--- config.mk ---
export PLATFORM = sky130hd
export DESIGN_NAME = occupancy_governor
export DESIGN_NICKNAME = d
export VERILOG_FILES = /design/src/rtl/ogov_pkg.sv /design/src/rtl/ogov_satcnt.sv /design/src/rtl/ogov_policy.sv /design/src/rtl/occupancy_governor.sv
export SDC_FILE = /design/constraint.sdc
export NUM_CORES = 1
export LEC_CHECK = 0
export BUFFER_PORTS_ARGS = -buffer_cell sky130_fd_sc_hd__buf_2
export CAP_MARGIN = 20
export CORE_MARGIN = 4
export CORE_UTILIZATION = 63
export CTS_CLUSTER_SIZE = 28
export DETAILED_ROUTE_END_ITERATION = 10
export PLACE_DENSITY = 0.93
export RECOVER_POWER = 100
export SYNTH_ARGS = -nofsm -noshare
export SYNTH_HDL_FRONTEND = slang
export SYNTH_SLANG_ARGS = --single-unit
--- constraint.sdc ---
create_clock -name clk -period 5.95 [get_ports clk]
set_input_delay 1.19 -clock clk [delete_from_list [all_inputs] [get_ports clk]]
set_output_delay 1.19 -clock clk [all_outputs]
set_load 0.02 [all_outputs]
--- src/rtl/ogov_pkg.sv ---
package ogov_pkg;
  typedef enum logic [1:0] {
    ACT_HOLD  = 2'd0,
    ACT_RAISE = 2'd1,
    ACT_LOWER = 2'd2
  } act_e;
endpackage

--- src/rtl/ogov_satcnt.sv ---
// Per-window event counter that sticks at all-ones.
module ogov_satcnt #(
  parameter int W = 11
) (
  input  logic         clk,
  input  logic         rst_n,
  input  logic         clr,
  input  logic         inc,
  output logic [W-1:0] sum
);
  localparam logic [W-1:0] TOP = '1;

  logic [W-1:0] cnt;

  // sum includes the current cycle's event
  always_comb sum = (inc && cnt != TOP) ? cnt + W'(1) : cnt;

  always_ff @(posedge clk or negedge rst_n) begin
    if (!rst_n)   cnt <= '0;
    else if (clr) cnt <= '0;
    else          cnt <= sum;
  end

  AST_CNT_STICKS: assert property (@(posedge clk) disable iff (!rst_n)
    (!clr && cnt == TOP) |=> cnt == TOP);
  AST_CNT_STEP: assert property (@(posedge clk) disable iff (!rst_n)
    (!clr) |=> (cnt == $past(cnt) || cnt == $past(cnt) + W'(1)));
endmodule

--- src/rtl/ogov_policy.sv ---
// Window-end decision: idle first, then three memory-wait bands.
module ogov_policy
  import ogov_pkg::*;
#(
  parameter int CW = 11,
  parameter int BW = 4
) (
  input  logic [CW-1:0] idle_sum,
  input  logic [CW-1:0] mem_sum,
  input  logic [CW-1:0] thr_idle,
  input  logic [CW-1:0] thr_lo,
  input  logic [CW-1:0] thr_hi,
  input  logic [BW-1:0] lim,
  input  logic [BW-1:0] nmax,
  output act_e          act,
  output logic [BW-1:0] lim_nx
);
  act_e want;

  always_comb begin
    if (idle_sum >= thr_idle)  want = ACT_RAISE;
    else if (mem_sum < thr_lo) want = ACT_RAISE;
    else if (mem_sum >= thr_hi) want = ACT_LOWER;
    else                        want = ACT_HOLD;

    act = want;
    if (want == ACT_RAISE && lim >= nmax)     act = ACT_HOLD;
    if (want == ACT_LOWER && lim <= BW'(1))   act = ACT_HOLD;

    case (act)
      ACT_RAISE: lim_nx = lim + BW'(1);
      ACT_LOWER: lim_nx = lim - BW'(1);
      default:   lim_nx = lim;
    endcase
  end

  always_comb begin
    AST_NO_OVER_CEIL: assert (!(act == ACT_RAISE) || lim < nmax);
    AST_NO_UNDER_ONE: assert (!(act == ACT_LOWER) || lim > BW'(1));
  end
endmodule

--- src/rtl/occupancy_governor.sv ---
module occupancy_governor
  import ogov_pkg::*;
#(
  parameter int CNT_W    = 11,
  parameter int WIN_W    = 12,
  parameter int BLK_W    = 4,
  parameter int DEF_WIN  = 2048,
  parameter int DEF_IDLE = 16,
  parameter int DEF_LO   = 128,
  parameter int DEF_HI   = 384
) (
  input  logic             clk,
  input  logic             rst_n,
  input  logic             run,
  input  logic [WIN_W-1:0] cfg_window,
  input  logic [CNT_W-1:0] cfg_idle_thr,
  input  logic [CNT_W-1:0] cfg_mem_lo,
  input  logic [CNT_W-1:0] cfg_mem_hi,
  input  logic [BLK_W-1:0] cfg_max_blk,
  input  logic             core_idle,
  input  logic             all_mem_wait,
  input  logic [BLK_W-1:0] resident_blks,
  output logic [BLK_W-1:0] blk_limit,
  output logic [BLK_W-1:0] blk_paused,
  output logic             decide_stb
);
  localparam logic [WIN_W-1:0] MIN_WIN = WIN_W'(2);
  localparam logic [BLK_W-1:0] ONE_BLK = BLK_W'(1);

  logic [WIN_W-1:0] win_q, wcnt;
  logic [CNT_W-1:0] thr_idle_q, thr_lo_q, thr_hi_q;
  logic [BLK_W-1:0] nmax_q, lim_q, lim_nx;
  logic             stb_q, active_q, wlast, clr;
  logic [CNT_W-1:0] idle_sum, mem_sum;
  logic [BLK_W-1:0] nmax_ld, half_ld, init_ld;
  logic [WIN_W-1:0] win_ld;
  act_e             act;

  // values captured while stopped
  always_comb begin
    nmax_ld = (cfg_max_blk == '0) ? ONE_BLK : cfg_max_blk;
    half_ld = nmax_ld >> 1;
    init_ld = (half_ld == '0) ? ONE_BLK : half_ld;
    win_ld  = (cfg_window < MIN_WIN) ? MIN_WIN : cfg_window;
  end

  assign wlast = run && (wcnt == win_q - WIN_W'(1));
  assign clr   = !run || wlast;

  ogov_satcnt #(.W(CNT_W)) u_idle_cnt (
    .clk(clk), .rst_n(rst_n), .clr(clr), .inc(run && core_idle), .sum(idle_sum)
  );
  ogov_satcnt #(.W(CNT_W)) u_mem_cnt (
    .clk(clk), .rst_n(rst_n), .clr(clr), .inc(run && all_mem_wait), .sum(mem_sum)
  );

  ogov_policy #(.CW(CNT_W), .BW(BLK_W)) u_policy (
    .idle_sum(idle_sum), .mem_sum(mem_sum),
    .thr_idle(thr_idle_q), .thr_lo(thr_lo_q), .thr_hi(thr_hi_q),
    .lim(lim_q), .nmax(nmax_q), .act(act), .lim_nx(lim_nx)
  );

  always_ff @(posedge clk or negedge rst_n) begin
    if (!rst_n) begin
      win_q      <= WIN_W'(DEF_WIN);
      thr_idle_q <= CNT_W'(DEF_IDLE);
      thr_lo_q   <= CNT_W'(DEF_LO);
      thr_hi_q   <= CNT_W'(DEF_HI);
      nmax_q     <= ONE_BLK;
      lim_q      <= ONE_BLK;
      wcnt       <= '0;
      stb_q      <= 1'b0;
      active_q   <= 1'b0;
    end else if (!run) begin
      win_q      <= win_ld;
      thr_idle_q <= cfg_idle_thr;
      thr_lo_q   <= cfg_mem_lo;
      thr_hi_q   <= cfg_mem_hi;
      nmax_q     <= nmax_ld;
      lim_q      <= init_ld;
      wcnt       <= '0;
      stb_q      <= 1'b0;
      active_q   <= 1'b0;
    end else begin
      active_q <= 1'b1;
      stb_q    <= wlast;
      wcnt     <= wlast ? '0 : wcnt + WIN_W'(1);
      if (wlast) lim_q <= lim_nx;
    end
  end

  assign blk_limit  = lim_q;
  assign decide_stb = stb_q;
  assign blk_paused = (resident_blks > lim_q) ? resident_blks - lim_q : '0;

  AST_LIMIT_RANGE: assert property (@(posedge clk) disable iff (!rst_n)
    active_q |-> (blk_limit >= ONE_BLK && blk_limit <= nmax_q));
  AST_LIMIT_ONLY_ON_STB: assert property (@(posedge clk) disable iff (!rst_n)
    (active_q && blk_limit != $past(blk_limit)) |-> decide_stb);
  AST_LIMIT_UNIT_STEP: assert property (@(posedge clk) disable iff (!rst_n)
    active_q |-> (blk_limit == $past(blk_limit) ||
                  blk_limit == $past(blk_limit) + ONE_BLK ||
                  $past(blk_limit) == blk_limit + ONE_BLK));
  AST_STB_SINGLE: assert property (@(posedge clk) disable iff (!rst_n)
    decide_stb |=> !decide_stb);
  AST_CFG_HELD: assert property (@(posedge clk) disable iff (!rst_n)
    (active_q && $past(active_q)) |-> ($stable(thr_idle_q) && $stable(nmax_q) && $stable(win_q)));
endmodule

Yosys cells after proc, flatten, opt, wreduce, memory -nomap -nowiden
Cells that the tools add are included.
W data, S select, Z words.
{ "totals": {"inputBits": 58, "out_inout_bits": 9, "word_cells": 64, "reg_bits": 88} }
{ "classes": {"mux": 19, "reduce_logical": 12, "addsub": 7, "eq_ne": 9, "n_lt_le_gt_ge": 7} }
{ "op_table": {"columns": ["cell", "count"], "rows": [
  ["$mux W11", 4],
  ["$mux W12", 3],
  ["$add A11 B1 Y11 const B", 2],
  ["$ge A11 B11 Y1", 2],
  ["$ne A11 B11 Y1 const B", 2],
  ["$mux W4", 4],
  ["$add A12 B1 Y12 const B", 1],
  ["$eq A12 B12 Y1", 1],
  ["$lt A12 B2 Y1 const B", 1],
  ["$sub A12 B1 Y12 const B", 1],
  ["$lt A11 B11 Y1", 1],
  ["$mux W2", 5],
  ["$logic_not A4 Y1", 2],
  ["$pmux W4 S2", 1],
  ["$logic_and A1 B1 Y1", 7],
  ["$add A4 B1 Y4 const B", 1],
  ["$eq A2 B1 Y1 const B", 2],
  ["$eq A2 B2 Y1 const B", 2],
  ["$ge A4 B4 Y1", 1],
  ["$gt A4 B4 Y1", 1],
  ["$le A4 B1 Y1 const B", 1],
  ["$sub A4 B1 Y4 const B", 1],
  ["$sub A4 B4 Y4", 1],
  ["$mux W3", 1],
  ["other kinds (6)", 6]
]} }

Logic depth before layout (Yosys ltp)
Gate-level depths: netlist (run 1).
{ "depth": {"depth_word": 15, "ltp_mapped": 16, "ltp_nobuf": 15} }

Hierarchy
From an unflattened synthesis (run 1), not the netlist that was laid out.
{ "unflattened": {"hier_cells": 575, "area_unflattened_um2": 5771.8} }
{ "by_module_without_submodules": {"columns": ["module", "area_per_inst_um2", "cells_per_inst", "instances"], "rows": [
  ["occupancy_governor", 3285.7, 283, 1],
  ["ogov_satcnt", 699.4, 67, 2],
  ["ogov_policy", 1087.3, 158, 1]
]} }

Worst setup path after synthesis (run 1)
No wires, ideal clock.
{ "synth_timing": {"path_type": "input-to-reg", "start": "input port run", "end": "register lim_q[1], in the netlist blk_limit[1]", "path_buffers": 2, "required_ps": 5827, "path_slack_ps": 1835, "path_stages": 14, "arrival_time_ps": 3992, "path_cell_list": "clkbuf_1 and3_1 clkbuf_1 and4_1 nand3_1 xnor2_1 ha_1 nand4_1 nor3_1 a2111o_1 a21o_1 a21oi_1 mux2i_1 o221a_1"} }
{ "synth_between": {"elab_chain_len": 15, "word_cells_on_any_way": 27} }
{ "synth_lines": {"columns": ["element", "line_no", "rtl"], "rows": [
  ["start, declared", "occupancy_governor.sv:14", "input logic run,"],
  ["$logic_and A1 B1 Y1", "occupancy_governor.sv:54", ".clk(clk), .rst_n(rst_n), .clr(clr), .inc(run && all_mem_wait), .sum(mem_sum)"],
  ["$logic_and A1 B1 Y1", "ogov_satcnt.sv:16", "always_comb sum = (inc && cnt != TOP) ? cnt + W'(1) : cnt;"],
  ["$mux W11", "ogov_satcnt.sv:16", null],
  ["$ge A11 B11 Y1", "ogov_policy.sv:23", "else if (mem_sum >= thr_hi) want = ACT_LOWER;"],
  ["$mux W2", "ogov_policy.sv:23", null],
  ["$mux W2", "ogov_policy.sv:22", "else if (mem_sum < thr_lo) want = ACT_RAISE;"],
  ["$mux W2", "ogov_policy.sv:21", "if (idle_sum >= thr_idle) want = ACT_RAISE;"],
  ["$eq A2 B1 Y1", "ogov_policy.sv:27", "if (want == ACT_RAISE && lim >= nmax) act = ACT_HOLD;"],
  ["$logic_and A1 B1 Y1", "ogov_policy.sv:27", null],
  ["$mux W2", "ogov_policy.sv:27", null],
  ["$mux W2", "ogov_policy.sv:28", "if (want == ACT_LOWER && lim <= BW'(1)) act = ACT_HOLD;"],
  ["$eq A2 B2 Y1 / $eq A2 B1 Y1 (equally long branches)", "ogov_policy.sv:30", "case (act)"],
  ["$pmux W4 S2", "ogov_policy.sv:30", null],
  ["$mux W4", "occupancy_governor.sv:88", "if (wlast) lim_q <= lim_nx;"],
  ["$mux W4", "occupancy_governor.sv:74", "end else if (!run) begin"],
  ["end signal, assigned", "occupancy_governor.sv:80", "lim_q <= init_ld;"],
  ["end signal, assigned", "occupancy_governor.sv:88", null],
  ["end, declared", "occupancy_governor.sv:32", "logic [BLK_W-1:0] nmax_q, lim_q, lim_nx;"]
]} }
Parallel ways exist; a longest one is shown, timed or not. The select of a mux whose other input is x is not followed.
A chain may end at the register's enable or synchronous reset.

Worst setup path in the final report (run 1)
{ "layout_timing": {"start": "input port run", "end": "register lim_q[0], in the netlist blk_limit[0]"} }
Same word-level chain as after synthesis.

==> metrics, run 1 <==
Die Area 0.0102 mm²; worst reg2reg setup slack 1770 ps; Vias 4,193; Longest Clk Path Bufs 2; CTS tree built; P&R area growth vs syn 11.8%; Slew headroom -79.7%; Fmax 0.215 GHz; Critical path buffers and inverters 1; # diodes 0; CTS Hold Buffers Added 0; Post-Synthesis Cells 534; drt initial violations 276; slowest CP cell clkbuf_1; # clock sinks 88; Max Slew Vio Count 58; internal power 1070 µW; Reg clk slew, reported paths 90 ps; Routability Congestion 0.831; Filler Cells Inserted 591; port buffer count 66; Core Box Area 0.00830 mm²; YS warnings 0; Clk pwr share 34.5%; Design Area, Final 0.00609 mm²; top cells by area, synth dfrtp_1 (37%), ha_1 (11%), mux2_2 (9.9%); Post-synth EDFFs 0; Post-DP Area 0.00583 mm²; root buf cell clkbuf_8; Detailed Place HPWL 8.61 mm; Comb pwr share 19.9%; nets@finish 703; post-CTS setup buffers 0; most frequent cells in the layout dfrtp_1 (81), buf_2 (56), inv_1 (54); pwr dens 247 mW/mm²; initial antenna violation count 1; sequential share of power 45.7%; Clock Latency Late Sink 360 ps; delay-heaviest family, CP simple AND/OR/NAND/NOR gates; number of H-tree levels 3; CP peak stage delay 540 ps; Most used DFF post-synth dfrtp_1; cell breakdown of the critical path clkbuf_1 > and3_1 > and4_1 > nand3_1 > xnor2_1 > ha_1 > nand4_1 > nor3_1 > a2111o_1 > a21o_1 > a21oi_1 > nor3_1 > nor3_1; largest net degree at the start of global routing 89; CP Launch Type primary input; max cap viols 1; IO Pins 67; most common cell after layout, fill and taps aside dfrtp_1; Die Height 101 µm; gr ovfl total 0; Final Critical Period 4640 ps; top-area cell type share of the netlist area 37.2%; peak supply drop 0.149 mV; Crit. End Element register; Die X 101 µm; vias in the first global route 4,366; DRT Pass-1 Iters 5; Cell variety after synth 56; Cell Rows 33; worst-margin pin slew 2700 ps; setup violators final 0; Setup TNS 0 ps; RSZ-0062 raised after global routing no; leakage 0.00300 µW; failing checks capacitance limit, slew limit; outcome complete, but fails checks; Synth Register Bits 88; P_sw 437 µW; final worst clock skew 9.25 ps; sw frac 29.1%; Gates resized, CTS repair 0; fin crit share 78.0%; largest fanout on the critical path 14; worst path required time 6220 ps; CP most frequent cell nor3_1; Num CTS Buffers 9; Tot GR Track Use 24.4%; synthesized area per cell 10.2 µm²; kind of critical path primary input to register; Synth area leader dfrtp_1; Hold WC Path Type register to register; via/cell ratio 5.93; Hold Vio Cnt, Final 0; Starting Density 65.6%; Synth async-reset ratio 100%; Post-DRT Antenna Nets 0; WL/cell 16.6 µm; syn nets 640; drt drc 0; Total Wirelength 11.8 mm; layout cells sized above 1 22.1%; first-pass GRT wire length 19.8 mm; register area share after synthesis 40.6%; critical path data arrival time 4910 ps; Syn Std Cell Area 0.00545 mm²; Tot Pwr 1510 µW
power groups by stage:
stage               Combinational (µW)  Clock (µW)  Sequential (µW)
global placement                   279           0              693
global route                       339         554              694
CTS                                300         522              687
detailed placement                 297           0              699
floorplan                          208           0              688
finish                             299         519              688
per-layer routing:
layer	routed length, µm	track usage, %	vias to the layer above
met1	4760	30.3	2009
met3	838	5.95	36
li1	-	-	1992
met2	5850	40.7	154
met5	7	0	-
met4	297	10.4	2
worst register-to-register path, cell delays in order, from the launching register on:
cell      delay [ps]
dfrtp_1          450
ha_1             240
and2_1           200
nand4_1          130
and3_1           320
and4_1           350
nand3_1          130
xnor2_1          290
ha_1             290
nand4_1          130
nor3_1            70
a2111o_1         390
a21o_1           220
a21oi_1          480
nor3_1           130
nor3_1           270
cell type report:
class,instances,area (µm²),area share (%)
inverter,54,203,3.33
clock buffer,10,138,2.26
multi-input combinational,376,2940,48.3
tap,105,131,2.16
clock inverter,6,115,1.89
timing repair buffer,68,349,5.73
sequential,88,2210,36.3
path summary, 6_finish.rpt:
kind	cells past startpoint	from	end
worst max register to register	15	u_mem_cnt.cnt[0]$_DFF_PN0_	blk_limit[0]$_DFFE_PN1P_
max in group asynchronous	2	rst_n	thr_lo_q[7]$_DFFE_PN1N_
min in group asynchronous	1	rst_n	win_q[8]$_DFFE_PN0N_
worst min-delay path	1	nmax_q[3]$_DFFE_PN0N_	nmax_q[3]$_DFFE_PN0N_
worst min register to register	1	nmax_q[3]$_DFFE_PN0N_	nmax_q[3]$_DFFE_PN0N_
worst max-delay path	13	run	blk_limit[0]$_DFFE_PN1P_
sequential cells by signal, summed over array words and instances, names as in the netlist:
name	count
u_mem_cnt.cnt	11
nmax_q	4
decide_stb	1
thr_lo_q	11
thr_idle_q	11
u_idle_cnt.cnt	11
thr_hi_q	11
wcnt	12
blk_limit	4
win_q	12
synth_stat cells (all sizes together), types with 2 or more instances:
library cell  instances
a31oi                 2
or4b                  2
o31ai                 2
nor2                 30
a41o                  2
dfstp                 7
o21ai                11
and4                  5
inv                  54
nand3                15
and3                 10
a41oi                 2
xnor2                20
nand2                24
nor3b                 2
nor3                 13
or2                   2
and2                  4
a211oi                5
a21o                  8
o211ai                2
buf                   8
nor2b                25
mux2                 48
o21a                  2
nand2b                4
nand4                13
a21oi                23
nor4                  7
a22oi                 2
ha                   47
nand3b                4
xor2                 23
nor4b                 2
clkbuf                8
dfrtp                81
kinds of logic after synthesis:
family / synth area share (%)
AND/OR/NAND/NOR: 16.9
flip-flops: 40.6
AO/OA/AOI/OAI: 8.96
buffers and inverters: 5.33
multiplexers: 10.1
adder cells (fa/ha/maj): 11.2
XOR/XNOR: 6.91
stage by stage:
step | std cells | utilization, % | worst slack, ps | hold slack [ps]
final | 707 | 73.4 | 1310 | 500
after global routing | 707 | 73.4 | 981 | 519
after CTS | 706 | 73.3 | 1740 | 497
after detailed placement | 690 | 70.3 | 1370 | 477
after global placement | 690 | 70.3 | 1530 | 464
after floorplan | 534 | - | 1840 | 453
No activity file was read; power rests on OpenSTA's default activity.
==> run 2, diff against run 1 <==
--- a/config.mk
+++ b/config.mk
@@ -8,10 +8,10 @@
 export BUFFER_PORTS_ARGS = -buffer_cell sky130_fd_sc_hd__buf_2
 export CAP_MARGIN = 20
 export CORE_MARGIN = 4
-export CORE_UTILIZATION = 63
+export CORE_UTILIZATION = 53
 export CTS_CLUSTER_SIZE = 28
 export DETAILED_ROUTE_END_ITERATION = 10
-export PLACE_DENSITY = 0.93
+export PLACE_DENSITY = 0.84
 export RECOVER_POWER = 100
 export SYNTH_ARGS = -nofsm -noshare
 export SYNTH_HDL_FRONTEND = slang
==> constraint.sdc (replaced) <==
create_clock -name clk -period 4 [get_ports clk]
set_input_delay 0.8 -clock clk [delete_from_list [all_inputs] [get_ports clk]]
set_output_delay 0.8 -clock clk [all_outputs]
set_load 0.02 [all_outputs]
==> run 2 against run 1 <==
Effect of this change:
- the run still ends with capacitance limit, slew limit left
- register-to-register slack got worse by 1500 ps
- cell count rose by 4.2%
- sequential cell count unchanged
- clock skew rose by 3.2 ps
- critical endpoint is now blk_limit[1]$_DFFE_PN0P_
- largest power group unchanged
==> metrics, run 2 (same netlist as run 1, synthesis figures left out) <==
outcome complete, but fails checks; failing checks capacitance limit, slew limit; largest net degree at the start of global routing 89 (unchanged); cell breakdown of the critical path ha_1 > and2_1 > nand4_1 > and3_2 > and4_2 > nand3_1 > xnor2_2 > ha_1 > a21oi_1 > o21ai_0 > a2111o_1 > a21o_1 > a21oi_1 > buf_4 > mux2i_1 > o221a_1; most common cell after layout, fill and taps aside dfrtp_1; max cap viols 2 (+1); IO Pins 67 (unchanged); Starting Density 55.0% (-11 points); routed wl met3 578 µm (-31%); Die Height 109 µm (+8.3%); most frequent cells in the layout dfrtp_1 (81), buf_2 (56), inv_1 (54); CP peak stage delay 430 ps (-110 ps); Slew headroom -12.1% (+68 points); layout cells sized above 1 22.8% (+0.75 points); sequential share of power 49.8% (+4.1 points); vias in the first global route 4,211 (-3.6%); pwr dens 338 mW/mm² (+37%); Tot Pwr 2050 µW (+36%); post-CTS setup buffers 0 (unchanged); nets@finish 705 (+0.28%); drt drc 0 (unchanged); Max Used Layer met4; Setup TNS 0 ps (unchanged); internal power 1440 µW (+35%); worst reg2reg setup slack 240 ps (-1530 ps); Worst Hold Path EP thr_lo_q[1]$_DFFE_PN0N_; Detailed Place HPWL 8.44 mm (-2.0%); Clock Latency Late Sink 360 ps (about the same); Routability Congestion 0.908 (+9.2%); CTS tree built; CTS Hold Buffers Added 0 (unchanged); via/cell ratio 5.55 (-6.4%); Top Registers wcnt: 12 flops, win_q: 12 flops; Finished Layout Cells 737 (+4.2%); final worst clock skew 12.4 ps (+3.16 ps); Worst Hold Launch thr_lo_q[1]$_DFFE_PN0N_; P&R area growth vs syn 11.4%; Hold Vio Cnt, Final 0 (unchanged); leakage 0.00299 µW (-0.54%); hold path depth 1 (unchanged); sw frac 29.6% (+0.57 points); worst path required time 4250 ps (-1970 ps); initial antenna violation count 0 (-1); slowest CP cell dfrtp_1; Hold WC Path Type register to register; Post-DP Area 0.00588 mm² (+0.86%); drt initial violations 214 (-22%); Comb pwr share 21.5% (+1.6 points); Fmax 0.266 GHz; worst-margin pin slew 1680 ps (-1010 ps); number of H-tree levels 3 (unchanged); Die X 109 µm (+8.3%); Crit. End Element register; kind of critical path register to register; Crit Reg-Reg Endpoint blk_limit[1]$_DFFE_PN0P_; Core Box Area 0.00991 mm² (+19%); fin crit share 93.9%; Num CTS Buffers 9 (unchanged); peak supply drop 0.340 mV (+130%); Inst Count DP 720 (+4.3%); first-pass GRT wire length 19.0 mm (-4.3%); DRT Pass-1 Iters 4 (-1); P_sw 607 µW (+39%); Gates resized, CTS repair 0 (unchanged); R2R Path Start u_mem_cnt.cnt[0]$_DFF_PN0_; routed wl met2 5.67 mm (-3.1%); Max Slew Vio Count 140 (+140%); Tot GR Track Use 19.9% (-4.5 points); R2R cell count 16 (+1); Longest Clk Path Bufs 2 (unchanged); critical path data arrival time 4010 ps (-900 ps); # diodes 0 (unchanged); Design Area, Final 0.00607 mm² (-0.37%); Reg clk slew, reported paths 90 ps (about the same); root buf cell clkbuf_8; Vias 4,091 (-2.4%); Filler Cells Inserted 832 (+41%); Total Wirelength 11.2 mm (-4.3%); Final Critical Period 3760 ps; Layout Utilization 61.2% (-12 points); wl on met1 4.76 mm (-0.15%); setup violators final 0 (unchanged); Die Area 0.0120 mm² (+17%); largest fanout on the critical path 7 (-7); Clk pwr share 28.7% (-5.8 points); # clock sinks 88 (unchanged); WL/cell 15.3 µm (-8.2%); port buffer count 66 (unchanged); Cell Rows 36 (+9.1%); CP Launch Type register; RSZ-0062 raised after global routing no; Post-DRT Antenna Nets 0 (unchanged); gr ovfl total 0 (unchanged)
==> run 2: worst max-delay path: cells and delay by family, from the launching register on <==
kind	cells	cell delay, ps
compound gates	6	1300
xor+xnor	1	180
fa+ha+maj	2	430
buf+inv	1	170
flops	1	430
mux	1	70
simple gates	5	1050
==> run 2: metal layers <==
metal / GRT usage, % / vias up
li1: - / 1995
met2: 34.6 / 107
met1: 24.3 / 1968
met3: 4.58 / 21
met4: 7.12 / 0
met5: 0 / -
==> run 2: how the worst max path moves through the flow <==
stage	from	end	slack, ps
2_1_floorplan	run	blk_limit[1]$_DFFE_PN0P_	280
3_3_place_gp	u_mem_cnt.cnt[0]$_DFF_PN0_	blk_limit[1]$_DFFE_PN0P_	390
3_5_place_dp	u_mem_cnt.cnt[0]$_DFF_PN0_	blk_limit[1]$_DFFE_PN0P_	220
4_1_cts	u_mem_cnt.cnt[0]$_DFF_PN0_	blk_limit[1]$_DFFE_PN0P_	170
5_1_grt	u_mem_cnt.cnt[0]$_DFF_PN0_	blk_limit[1]$_DFFE_PN0P_	50
6_report	u_mem_cnt.cnt[0]$_DFF_PN0_	blk_limit[1]$_DFFE_PN0P_	240
==> run 2: cell type report <==
cell class              count  area, µm²  area share [%]
multi-input cells         376       2960            48.8
flip-flops and latches     88       2210            36.4
clock buffers              12        135            2.23
repair buffers             70        343            5.65
clock inverters             4       47.5           0.784
well taps                 133        166            2.74
inverters                  54        203            3.34
==> run 2: stage by stage <==
stage	hold WS, ps	setup WS, ps
2_1_floorplan	453	275
3_3_place_gp	463	390
3_5_place_dp	495	217
4_1_cts	513	168
5_1_grt	531	51.6
6_report	507	244
==> run 2: power groups by stage <==
stage          clock [µW]  sequential [µW]  combinational, µW
3_5_place_dp            0             1040                446
6_report              587             1020                441
5_1_grt               638             1030                502
4_1_cts               603             1020                451
2_1_floorplan           0             1020                310
3_3_place_gp            0             1030                424
